**src/rtl/mulsl_pkg.sv**
```systemverilog
package mulsl_pkg;
  typedef enum logic {
    SRC_PAR   = 1'b0,
    SRC_SHIFT = 1'b1
  } mulsl_src_e;
endpackage

```
**src/rtl/mulsl_stage.sv**
```systemverilog
module mulsl_stage #(
  parameter int W  = 8,
  parameter bit EN = 1'b1
) (
  input  logic         clk,
  input  logic         ce,
  input  logic         rst,
  input  logic [W-1:0] d,
  output logic [W-1:0] q
);
  generate
    if (EN) begin : g_reg
      logic [W-1:0] q_r;
      always_ff @(posedge clk) begin
        if (rst)     q_r <= '0;
        else if (ce) q_r <= d;
      end
      assign q = q_r;
    end else begin : g_byp
      assign q = d;
    end
  endgenerate
endmodule

```
**src/rtl/mulsl_opnd.sv**
```systemverilog
module mulsl_opnd
  import mulsl_pkg::*;
#(
  parameter int         W   = 8,
  parameter bit         EN  = 1'b1,
  parameter mulsl_src_e SRC = SRC_PAR
) (
  input  logic         clk,
  input  logic         ce,
  input  logic         rst,
  input  logic [W-1:0] par_d,
  input  logic [W-1:0] sh_d,
  output logic [W-1:0] q
);
  logic [W-1:0] load_val;
  assign load_val = (SRC == SRC_SHIFT) ? sh_d : par_d;

  mulsl_stage #(.W(W), .EN(EN)) u_reg (
    .clk(clk), .ce(ce), .rst(rst), .d(load_val), .q(q)
  );
endmodule

```
**src/rtl/mulsl_core.sv**
```systemverilog
module mulsl_core #(
  parameter int A_W = 9,
  parameter int B_W = 9,
  localparam int P_W = A_W + B_W
) (
  input  logic [A_W-1:0] a,
  input  logic [B_W-1:0] b,
  input  logic           sgn,
  output logic [P_W-1:0] p
);
  function automatic logic [P_W-1:0] mul_ext(input logic [A_W-1:0] x,
                                             input logic [B_W-1:0] y,
                                             input logic           s);
    logic [P_W-1:0] xe, ye;
    xe = {{B_W{s & x[A_W-1]}}, x};
    ye = {{A_W{s & y[B_W-1]}}, y};
    return P_W'(xe * ye);
  endfunction

  assign p = mul_ext(a, b, sgn);
endmodule

```
**src/rtl/mul_slice.sv**
```systemverilog
module mul_slice
  import mulsl_pkg::*;
#(
  parameter int         A_W      = 9,
  parameter int         B_W      = 9,
  parameter bit         IN_REG   = 1'b1,
  parameter bit         PIPE_REG = 1'b1,
  parameter bit         OUT_REG  = 1'b1,
  parameter mulsl_src_e SRC_A    = SRC_PAR,
  parameter mulsl_src_e SRC_B    = SRC_PAR,
  localparam int        P_W      = A_W + B_W
) (
  input  logic           clk,
  input  logic           ce,
  input  logic           rst,
  input  logic [A_W-1:0] a_in,
  input  logic [B_W-1:0] b_in,
  input  logic [A_W-1:0] a_shin,
  input  logic [B_W-1:0] b_shin,
  input  logic           sgn_in,
  output logic [A_W-1:0] a_shout,
  output logic [B_W-1:0] b_shout,
  output logic [P_W-1:0] prod
);
  logic [A_W-1:0] a_q;
  logic [B_W-1:0] b_q;
  logic           sgn_q;
  logic [P_W-1:0] mult_p;
  logic [P_W-1:0] pipe_q;

  mulsl_opnd #(.W(A_W), .EN(IN_REG), .SRC(SRC_A)) u_opa (
    .clk(clk), .ce(ce), .rst(rst), .par_d(a_in), .sh_d(a_shin), .q(a_q)
  );

  mulsl_opnd #(.W(B_W), .EN(IN_REG), .SRC(SRC_B)) u_opb (
    .clk(clk), .ce(ce), .rst(rst), .par_d(b_in), .sh_d(b_shin), .q(b_q)
  );

  mulsl_stage #(.W(1), .EN(IN_REG)) u_sgn (
    .clk(clk), .ce(ce), .rst(rst), .d(sgn_in), .q(sgn_q)
  );

  mulsl_core #(.A_W(A_W), .B_W(B_W)) u_mul (
    .a(a_q), .b(b_q), .sgn(sgn_q), .p(mult_p)
  );

  mulsl_stage #(.W(P_W), .EN(PIPE_REG)) u_pipe (
    .clk(clk), .ce(ce), .rst(rst), .d(mult_p), .q(pipe_q)
  );

  mulsl_stage #(.W(P_W), .EN(OUT_REG)) u_out (
    .clk(clk), .ce(ce), .rst(rst), .d(pipe_q), .q(prod)
  );

  assign a_shout = a_q;
  assign b_shout = b_q;
endmodule

```
**config.mk**
```make
export PLATFORM = sky130hd
export DESIGN_NAME = mul_slice
export DESIGN_NICKNAME = d
export VERILOG_FILES = /design/src/rtl/mulsl_pkg.sv /design/src/rtl/mulsl_stage.sv /design/src/rtl/mulsl_opnd.sv /design/src/rtl/mulsl_core.sv /design/src/rtl/mul_slice.sv
export SDC_FILE = /design/constraint.sdc
export NUM_CORES = 1
export LEC_CHECK = 0
export BUFFER_PORTS_ARGS = -buffer_cell sky130_fd_sc_hd__buf_4
export CAP_MARGIN = 15
export CORE_MARGIN = 3
export CORE_UTILIZATION = 40
export DETAILED_ROUTE_END_ITERATION = 10
export SYNTH_ARGS = -nofsm -noshare
export SYNTH_HDL_FRONTEND = slang
export SYNTH_SLANG_ARGS = --single-unit
```
**constraint.sdc**
```tcl
create_clock -name clk -period 4.96 [get_ports clk]
set_input_delay 0.248 -clock clk [delete_from_list [all_inputs] [get_ports clk]]
set_output_delay 0.248 -clock clk [all_outputs]
set_load 0.02 [all_outputs]
```
==> results by group, run 1 <==
Logic synthesis
  – Post-Syn Area: 5710 sq um
  – Avg Cell Area, Syn: 9.255 sq um
  – Post-synth top flop: dfxtp_1
  – Syn Inst Count: 617
  – #FFs+latches synth: 55
  – Post-synth cell types: 45
  – Async SR Flop Fraction: 0%
  – Syn Nets: 784
  – Synth Warn #: 0
  – Sequential-to-total area share from yosys stat: 19.28%
  – Post-synth EDFFs: 0

Worst hold path
  – Worst Hold End: u_opb.u_reg.q[0]$_SDFFE_PP0P_
  – Worst hold path cell count: 3
  – Hold WC Path Type: input port to flop
  – Hold Path Origin: b_in[0]

Setup path
  – Max Fanout on Critical Path: 8
  – Reg2reg path depth: 16
  – Startpoint types: flop
  – RR Startpoint: u_opa.u_reg.q[3]$_SDFFE_PP0P_
  – Worst R2R End: u_pipe.q[17]$_SDFFE_PP0P_
  – Crit Path Category: flop to flop
  – Data arrival, critical path: 4.98 ns
  – CP Capture Type: flop
  – Req. time, crit path: 5.16 ns
  – R2R Setup Slk: 0.17 ns

Timing
  – Final hold vios: 0
  – Fin crit share: 96.49%
  – Fmax achieved: 0.2090 GHz
  – Max Clock Skew: 0.009919 ns
  – RSZ-0062 raised after global routing: yes
  – Fin. max-slew vios: 0
  – Slew @ Worst Pin: 0.8609 ns
  – Min cycle time layout: 4.786 ns
  – Setup Viol. Count Final: 0
  – TNS Setup: 0 ns
  – Slew headroom: 42.60%

Cells and area
  – ANT cells: 0
  – Register area: 1121 sq um
  – Final nets: 842
  – Most frequent cells in the layout: inv_1 (109), buf_4 (82), fa_1 (81), nor2_1 (58), nand2_1 (48)
  – Fillers: 1323
  – Post-layout util: 48.00%
  – Multi-input gate area: 4113 sq um
  – Layout cells sized above 1: 19.82%
  – Most common cell after layout, fill and taps aside: inv_1
  – Area Overhead vs Synth: 17.13%

Route
  – Remaining DRCs: 0
  – Routed len/inst: 14.90 um
  – Drt pass-1 iters: 6
  – DRT Wirelength: 12.76 mm
  – Detailed router's first-iteration violation count: 185
  – Vias per cell: 4.882
  – Number of nets with antenna violations after routing: 0
  – Via count: 4179

Power and ir drop
  – PD cells: 179.9 nW/um^2
  – Leak Pwr: 0.003413 uW
  – Worst vdd ir: 141.7 uV

Floorplanning
  – Area of the die: 15750 sq um
  – Row count: 43
  – Core area: 13930 sq um
  – Starting density of the core: 40.98%
  – IO Pins: 76
  – Die H: 125.5 um
  – Die Wd: 125.5 um

Placement
  – IO buf count: 57
  – Detailed placement HPWL: 10.08 mm
  – GPL Wtd Cong: 0.8806

Clocking
  – Root Driver: clkbuf_16
  – CTS tree: done
  – CTS Hold Buffers Added: 0
  – Inserted Clock Buffers: 5
  – Worst-path clk slew: 0.09 ns
  – Htree depth: 2
  – CTS Sinks: 55
  – Max Buffers Root-to-Sink: 2
  – Clock Latency Late Sink: 0.32 ns

Outcome
  – Outcome: completed

Flow run
  – MaxCap Viol Count: 0

GRT
  – Initial antenna violation count: 0
  – Global-route usage over all layers: 16.77%
  – First-pass GRT wire length: 21.47 mm
  – Largest net degree at the start of global routing: 58
  – Overflow left after global routing: 0
  – Vias in the first global route: 4350
==> per-stage QoR <==
stage,total power (uW),area (sq um),setup slack (ns),instances,hold WS (ns)
2_1_floorplan,707.2,5771,0.04035,617,0.3951
3_3_place_gp,808.8,6460,0.1258,846,0.4399
3_5_place_dp,812.9,6460,0.09519,846,0.4425
4_1_cts,1221,6616,0.04171,854,0.1546
5_1_grt,1275,6689,-0.01730,856,0.1650
6_report,1203,6689,0.1742,856,0.1628
==> kinds of logic (layout without fill, tap and decap cells) <==
kind of cell    count (synthesis)  in the layout  share of synthesized area [%]
mux                            48             48                          8.501
flops                          55             55                          19.28
xor+xnor                       20             20                          3.308
buf+inv                       147            206                          9.816
compound gates                 46             46                          6.070
simple gates                  174            174                          14.42
fa+ha+maj                     127            127                          38.61
==> routing by layer <==
| metal | wire (um) | track usage (%) | up-vias |
|---|---|---|---|
| met5 | 0 | 0 | - |
| met4 | 237 | 4.656 | 0 |
| met3 | 468 | 2.691 | 13 |
| met2 | 6566 | 28.76 | 64 |
| met1 | 5485 | 21.99 | 2090 |
| li1 | - | - | 2012 |
==> worst max path at each step <==
stage	startpoint	to	slack, ns	depth (start not counted)
6_report	u_opa.u_reg.q[3]$_SDFFE_PP0P_	u_pipe.q[17]$_SDFFE_PP0P_	0.17	16
5_1_grt	u_opb.u_reg.q[2]$_SDFFE_PP0P_	u_pipe.q[17]$_SDFFE_PP0P_	-0.02	17
4_1_cts	u_opa.u_reg.q[2]$_SDFFE_PP0P_	u_pipe.q[16]$_SDFFE_PP0P_	0.04	17
3_5_place_dp	u_opa.u_reg.q[2]$_SDFFE_PP0P_	u_pipe.q[16]$_SDFFE_PP0P_	0.1	17
3_3_place_gp	u_sgn.q$_SDFFE_PP0P_	u_pipe.q[16]$_SDFFE_PP0P_	0.13	17
2_1_floorplan	u_opb.u_reg.q[1]$_SDFFE_PP0P_	u_pipe.q[16]$_SDFFE_PP0P_	0.04	19
==> sequential cells by signal, indices dropped and copies added (netlist names) <==
signal,count
u_sgn.q,1
u_opb.u_reg.q,9
u_opa.u_reg.q,9
u_out.q,18
u_pipe.q,18
==> cells in the mapped netlist, types with 2 or more instances <==
| master | number | share of area (%) |
|---|---|---|
| mux2i_1 | 47 | 8.2 |
| or2_2 | 3 | 0.33 |
| a211oi_1 | 5 | 0.66 |
| nand3_1 | 8 | 0.70 |
| inv_1 | 111 | 7.3 |
| nand2b_1 | 4 | 0.44 |
| buf_2 | 7 | 0.61 |
| dfxtp_1 | 55 | 19 |
| o211ai_1 | 2 | 0.26 |
| nand2_1 | 49 | 3.2 |
| fa_1 | 82 | 29 |
| a21o_1 | 4 | 0.53 |
| ha_1 | 45 | 9.9 |
| inv_2 | 2 | 0.13 |
| nor2_1 | 58 | 3.8 |
| o21ai_1 | 7 | 0.61 |
| xnor2_1 | 16 | 2.5 |
| xor2_1 | 3 | 0.46 |
| clkbuf_1 | 27 | 1.8 |
| and3_1 | 3 | 0.33 |
| o31ai_1 | 2 | 0.26 |
| and2_1 | 42 | 4.6 |
| a21oi_1 | 12 | 1.1 |
| o21ai_0 | 2 | 0.18 |
==> area by class of cell <==
class | instances | share of cell area (%)
repair buffers | 85 | 9.708
flip-flops and latches | 55 | 16.76
inverters | 113 | 6.341
multi-input cells | 415 | 61.49
clock buffers | 5 | 1.871
clock inverters | 3 | 0.4676
well taps | 180 | 3.367
==> critical path: stages, from the launching register on <==
cell,delay [ns]
dfxtp_2,0.37
and2_1,0.19
fa_1,0.44
fa_1,0.52
inv_2,0.05
fa_1,0.53
inv_1,0.06
fa_1,0.53
inv_1,0.06
fa_1,0.53
inv_1,0.06
ha_4,0.17
or3_4,0.38
o211ai_1,0.32
a41oi_2,0.19
xnor2_1,0.20
o21ai_1,0.07
==> timing repair <==
item / in CTS / in global routing
endpoints found under the setup margin: 0 / 8
buffers inserted: 0 / 2
resized for setup: 0 / 18
==> power by group <==
part | switching [uW] | internal (uW) | leakage, uW
clock network | 202 | 196 | 0.0000778
registers | 22.8 | 465 | 0.000454
logic | 178 | 140 | 0.00288
Note: power is estimated with default switching activity, not from simulation.
==> run 2, diff against run 1 <==
--- a/config.mk
+++ b/config.mk
@@ -10,6 +10,7 @@
 export CORE_MARGIN = 3
 export CORE_UTILIZATION = 40
 export DETAILED_ROUTE_END_ITERATION = 10
+export PLACE_DENSITY = 0.64
 export SYNTH_ARGS = -nofsm -noshare
 export SYNTH_HDL_FRONTEND = slang
 export SYNTH_SLANG_ARGS = --single-unit
==> results by group, run 2 (synthesis results as in run 1) <==
Outcome
  – Outcome: completed

Clocking
  – CTS tree: done
  – Htree depth: 2 (unchanged)
  – Root Driver: clkbuf_16
  – Inserted Clock Buffers: 5 (unchanged)
  – Max Buffers Root-to-Sink: 2 (unchanged)
  – Clock Latency Late Sink: 0.31 ns (about the same)
  – CTS Sinks: 55 (unchanged)
  – Worst-path clk slew: 0.07 ns (-0.02 ns)

Floorplanning
  – Core area: 13930 sq um (unchanged)
  – IO Pins: 76 (unchanged)
  – Area of the die: 15750 sq um (unchanged)
  – Die Wd: 125.5 um (unchanged)
  – Die H: 125.5 um (unchanged)
  – Row count: 43 (unchanged)
  – Starting density of the core: 40.98% (unchanged)

Placement
  – Pre-CTS setup slack: 0.005787 ns (-0.08940 ns)
  – Dpl cells: 847 (+0.12%)
  – GPL Wtd Cong: 0.8751 (-0.62%)
  – Detailed placement HPWL: 10.04 mm (-0.35%)
  – IO buf count: 57 (unchanged)

Cells and area
  – Non-Filler Instances: 859 (+0.35%)
  – Most frequent cells in the layout: inv_1 (108), buf_4 (87), fa_1 (80), nor2_1 (58), mux2i_1 (47)
  – Final nets: 845 (+0.36%)
  – Layout cells sized above 1: 21.06% (+1.2 points)
  – Post-layout util: 48.30% (+0.30 points)
  – Fillers: 1307 (-1.2%)
  – Area Overhead vs Synth: 17.86%
  – Most common cell after layout, fill and taps aside: inv_1
  – ANT cells: 0 (unchanged)

Timing
  – Min cycle time layout: 4.818 ns (+0.03186 ns)
  – RSZ-0062 raised after global routing: yes
  – Slew @ Worst Pin: 0.8622 ns (+0.001240 ns)
  – Slew headroom: 42.52% (-0.083 points)
  – Fin. max-slew vios: 0 (unchanged)
  – Fin crit share: 97.13% (+0.64 points)
  – Max Clock Skew: 0.008961 ns (-0.0009578 ns)
  – Final hold vios: 0 (unchanged)
  – TNS Setup: 0 ns (unchanged)
  – Fmax achieved: 0.2076 GHz (-0.66%)
  – Setup Viol. Count Final: 0 (unchanged)
  – Final worst slack: 0.1423 ns (-0.03187 ns)

Flow run
  – MaxCap Viol Count: 0 (unchanged)

Setup path
  – Max Fanout on Critical Path: 7 (-1)
  – CP Capture Type: flop
  – R2R Setup Slk: 0.14 ns (-0.03 ns)
  – Req. time, crit path: 5.17 ns (about the same)
  – Reg2reg path depth: 16 (unchanged)
  – Crit path capture: u_pipe.q[13]$_SDFFE_PP0P_
  – Worst R2R End: u_pipe.q[13]$_SDFFE_PP0P_
  – Crit. Startpoint: u_opb.u_reg.q[2]$_SDFFE_PP0P_
  – Crit Path Category: flop to flop
  – Startpoint types: flop
  – RR Startpoint: u_opb.u_reg.q[2]$_SDFFE_PP0P_
  – Data arrival, critical path: 5.03 ns (+0.05 ns)

Power and ir drop
  – Power consumption: 1194 uW (-0.77%)
  – Worst vdd ir: 139.2 uV (-1.8%)
  – Leak Pwr: 0.003427 uW (+0.42%)
  – PD cells: 177.4 nW/um^2 (-1.4%)

Route
  – Remaining DRCs: 0 (unchanged)
  – Drt pass-1 iters: 4 (-2)
  – Vias per cell: 4.816 (-1.4%)
  – Routed len/inst: 14.39 um (-3.5%)
  – Via count: 4137 (-1.0%)
  – DRT Wirelength: 12.36 mm (-3.1%)
  – Detailed router's first-iteration violation count: 148 (-20%)
  – Number of nets with antenna violations after routing: 0 (unchanged)

GRT
  – Overflow left after global routing: 0 (unchanged)
  – Global-route usage over all layers: 16.60% (-0.17 points)
  – Vias in the first global route: 4398 (+1.1%)
  – First-pass GRT wire length: 21.33 mm (-0.64%)
  – Largest net degree at the start of global routing: 58 (unchanged)
  – Initial antenna violation count: 0 (unchanged)

Worst hold path
  – Hold WC Path Type: input port to flop
==> run 2: cell count changes in the layout (fill, tap and decap cells not counted), moves of 2 or more <==
cell	previous run	this run
buf_4	82	87
buf_6	3	1
dfxtp_4	1	5
nand2_2	2	5
nand2_1	48	45
dfxtp_2	13	9
==> run 2: worst min path at each step <==
stage | endpoint | slack (ns) | cells after the start | from
global placement | u_pipe.q[17]$_SDFFE_PP0P_ | 0.44 | 2 | u_pipe.q[17]$_SDFFE_PP0P_
CTS | u_opa.u_reg.q[6]$_SDFFE_PP0P_ | 0.17 | 3 | a_in[6]
floorplan | u_opa.u_reg.q[8]$_SDFFE_PP0P_ | 0.40 | 2 | a_in[8]
finish | u_opa.u_reg.q[6]$_SDFFE_PP0P_ | 0.18 | 3 | a_in[6]
detailed placement | u_pipe.q[15]$_SDFFE_PP0P_ | 0.45 | 2 | u_pipe.q[15]$_SDFFE_PP0P_
global route | u_opa.u_reg.q[6]$_SDFFE_PP0P_ | 0.19 | 3 | a_in[6]
==> run 2: cell type report <==
class | count | area, sq um | share of cell area (%)
clock buffer | 6 | 138.9 | 2.064
clock inverter | 2 | 20.02 | 0.2975
inverter | 113 | 424.2 | 6.302
multi-input combinational | 415 | 4126 | 61.31
sequential | 55 | 1131 | 16.81
tap | 180 | 225.2 | 3.346
timing repair buffer | 88 | 664.4 | 9.872
==> run 2: timing repair <==
action / in CTS / in global routing
buffers inserted: 1 / 3
hold buffers: 0 / 0
endpoints found under the setup margin: 1 / 7
gates resized for setup: 1 / 25
pin swaps: 2 / 9
==> run 2: per-layer routing <==
| layer | GRT usage [%] | part of all wire [%] |
|---|---|---|
| met3 | 2.307 | 3.4 |
| met1 | 22.90 | 46 |
| met5 | 0 | 0 |
| met4 | 4.464 | 1.4 |
| met2 | 27.50 | 49 |
==> run 2: critical path, stage by stage (launching register included) <==
cell and delay [ns]:
dfxtp_4 0.39, buf_4 0.17, nand2_1 0.08, fa_1 0.51, inv_1 0.05, fa_1 0.49
fa_1 0.51, fa_1 0.50, inv_1 0.06, fa_1 0.53, inv_1 0.06, ha_4 0.17
or3_1 0.36, o211ai_1 0.39, buf_4 0.19, nand2_1 0.05, o31ai_1 0.21
==> run 2: report_power, final <==
group	total (uW)	internal, uW	switching, uW
Sequential	488	464	23.8
Combinational	321	143	177
Clock	386	206	180
==> run 2: per-stage QoR <==
stage          hold slack [ns]  cell area, sq um
2_1_floorplan           0.3951              5771
3_3_place_gp            0.4419              6467
3_5_place_dp            0.4480              6467
4_1_cts                 0.1694              6636
5_1_grt                 0.1887              6730
6_report                0.1782              6730
==> run 3, diff against run 2 <==
--- a/config.mk
+++ b/config.mk
@@ -5,12 +5,14 @@
 export SDC_FILE = /design/constraint.sdc
 export NUM_CORES = 1
 export LEC_CHECK = 0
+export ABC_CLOCK_PERIOD_IN_PS = 4960
 export BUFFER_PORTS_ARGS = -buffer_cell sky130_fd_sc_hd__buf_4
 export CAP_MARGIN = 15
+export CORE_ASPECT_RATIO = 1.25
 export CORE_MARGIN = 3
-export CORE_UTILIZATION = 40
+export CORE_UTILIZATION = 54
 export DETAILED_ROUTE_END_ITERATION = 10
-export PLACE_DENSITY = 0.64
+export PLACE_DENSITY = 0.81
 export SYNTH_ARGS = -nofsm -noshare
 export SYNTH_HDL_FRONTEND = slang
 export SYNTH_SLANG_ARGS = --single-unit
==> results by group, run 3 (synthesis results as in run 1) <==
Outcome
  – Outcome: completed

Route
  – Via count: 4386 (+6.0%)
  – Detailed router's first-iteration violation count: 199 (+34%)
  – Number of nets with antenna violations after routing: 0 (unchanged)
  – Remaining DRCs: 0 (unchanged)
  – Routed len/inst: 17.03 um (+18%)
  – Drt pass-1 iters: 4 (unchanged)
  – Vias per cell: 5.435 (+13%)
  – DRT Wirelength: 13.74 mm (+11%)

Cells and area
  – Most frequent cells in the layout: inv_1 (110), buf_4 (87), fa_1 (81), nor2_1 (58)
  – Area Overhead vs Synth: 17.24%
  – Layout cells sized above 1: 20.80% (-0.26 points)
  – ANT cells: 0 (unchanged)
  – Most common cell after layout, fill and taps aside: inv_1
  – Final nets: 844 (-0.12%)

Floorplanning
  – Die H: 121.0 um (-3.6%)
  – Area of the die: 11850 sq um (-25%)
  – Row count: 41 (-4.7%)
  – Die Wd: 97.98 um (-22%)
  – IO Pins: 76 (unchanged)
  – Core area: 10210 sq um (-27%)
  – Starting density of the core: 55.94% (+15 points)

Setup path
  – Levels on crit path: 17 (+1)
  – CP dominant cell by count: fa_1
  – Startpoint types: flop
  – Critical path cell sequence: buf_4 -> nand3_1 -> fa_1 -> inv_2 -> fa_1 -> fa_1 -> fa_1 -> inv_1 -> fa_1 -> inv_1 -> ha_1 -> a21o_1 -> a21o_1 -> a21oi_1 -> o31ai_2 -> xnor2_1 -> o21ai_1
  – Reg2reg path depth: 17 (+1)
  – Worst Path Buf+Inv: 4 (-1)
  – Critical path's largest stage delay: 0.57 ns (+0.04 ns)
  – Req. time, crit path: 5.14 ns (-0.03 ns)
  – CP max stage cell: fa_1
  – CP Capture Type: flop
  – Crit Path Category: flop to flop
  – Data arrival, critical path: 4.99 ns (-0.04 ns)
  – Max Fanout on Critical Path: 11 (+4)
  – R2R Setup Slk: 0.14 ns (about the same)
  – CP delay by family, top: adder cells

Timing
  – Min cycle time layout: 4.815 ns (-0.002489 ns)
  – Fin crit share: 97.08% (about the same)
  – Max Clock Skew: 0.01207 ns (+0.003110 ns)
  – Setup Viol. Count Final: 0 (unchanged)
  – Slew @ Worst Pin: 0.8853 ns (+0.02307 ns)
  – Fmax achieved: 0.2077 GHz (about the same)
  – Fin. max-slew vios: 0 (unchanged)
  – TNS Setup: 0 ns (unchanged)
  – Hold WS: 0.1808 ns (+0.002586 ns)
  – Final hold vios: 0 (unchanged)
  – Slew headroom: 40.98% (-1.5 points)

Power and ir drop
  – Worst vdd ir: 241.7 uV (+74%)
  – PD cells: 185.9 nW/um^2 (+4.8%)
  – Leak Pwr: 0.003436 uW (+0.25%)

GRT
  – Initial antenna violation count: 0 (unchanged)
  – Met1 Usage GRT: 26.08% (+3.2 points)
  – Largest net degree at the start of global routing: 58 (unchanged)
  – Met2 GRT Util: 46.25% (+19 points)
  – Gr busiest metal: met2
  – Vias in the first global route: 4790 (+8.9%)
  – First-pass GRT wire length: 22.70 mm (+6.4%)
  – Global Route met3 Usage: 3.335% (+1.0 points)
  – Overflow left after global routing: 0 (unchanged)
  – Global-route usage over all layers: 24.24% (+7.6 points)

Worst hold path
  – Hold WC Path Type: input port to flop
  – Worst hold path cell count: 3 (unchanged)

Clocking
  – CTS tree: done
  – Htree depth: 2 (unchanged)
  – Root Driver: clkbuf_16
  – Max Buffers Root-to-Sink: 2 (unchanged)
  – Inserted Clock Buffers: 5 (unchanged)
  – Worst-path clk slew: 0.09 ns (+0.02 ns)
  – Clock Latency Late Sink: 0.31 ns (about the same)
  – CTS Sinks: 55 (unchanged)

Placement
  – GPL Wtd Cong: 0.9079 (+3.7%)
  – IO buf count: 57 (unchanged)
  – Detailed placement HPWL: 10.62 mm (+5.7%)

Flow run
  – MaxCap Viol Count: 0 (unchanged)
[run 3: changes by cell type in the layout (fill, tap and decap cells not counted), sizes merged]
cell / change
inv: -1
clkinv: +1
bufinv: +1
clkbuf: -1
buf: -1
[run 3: power by group]
part	internal [uW]	switching (uW)	leakage, uW
clock network	244	187	0.0000868
registers	464	24.8	0.000455
logic	142	182	0.00289
[run 3: layout make-up]
| class | count | area (sq um) |
|---|---|---|
| Inverter | 113 | 424.2 |
| Sequential cell | 55 | 1127 |
| Multi-Input combinational cell | 415 | 4149 |
| Tap cell | 129 | 161.4 |
| Fill cell | 768 | 3513 |
| Clock buffer | 5 | 125.1 |
| Timing Repair Buffer | 87 | 653.1 |
| Clock inverter | 3 | 55.05 |
[run 3: worst paths after layout]
kind,start,to
max reg2reg,u_opb.u_reg.q[3]$_SDFFE_PP0P_,u_pipe.q[15]$_SDFFE_PP0P_
min,b_in[6],u_opb.u_reg.q[6]$_SDFFE_PP0P_
max,u_opb.u_reg.q[3]$_SDFFE_PP0P_,u_pipe.q[15]$_SDFFE_PP0P_
min reg2reg,u_pipe.q[17]$_SDFFE_PP0P_,u_pipe.q[17]$_SDFFE_PP0P_
[run 3: timing repair]
action / in CTS / in global routing
endpoints found under the setup margin: 1 / 7
buffers inserted: 0 / 3
hold buffers: 0 / 0
pin swaps: 0 / 9
resized for setup: 1 / 24
[run 3: tightest hold or removal path, delay by kind of cell]
kind / cells / cell delay (ns)
muxes: 1 / 0.05
buffers and inverters: 1 / 0.08
and+or+nand+nor: 1 / 0.07
[run 3: routing by layer]
metal	vias to the layer above	routed length [um]
met4	0	513
met3	42	724
met5	-	0
met1	2193	4792
met2	133	7709
li1	2018	-
[run 3: metrics by stage]
| stage | setup slack (ns) | power (uW) | utilization [%] | instances | instance area [sq um] |
|---|---|---|---|---|---|
| 2_1_floorplan | 0.04035 | 707.2 | - | 617 | 5771 |
| 3_3_place_gp | 0.1499 | 801.1 | 62.73 | 796 | 6404 |
| 3_5_place_dp | -0.01503 | 813.3 | 62.73 | 796 | 6404 |
| 4_1_cts | 0.01917 | 1246 | 64.51 | 804 | 6585 |
| 5_1_grt | -0.08665 | 1304 | 65.58 | 807 | 6695 |
| 6_report | 0.1448 | 1245 | 65.58 | 807 | 6695 |
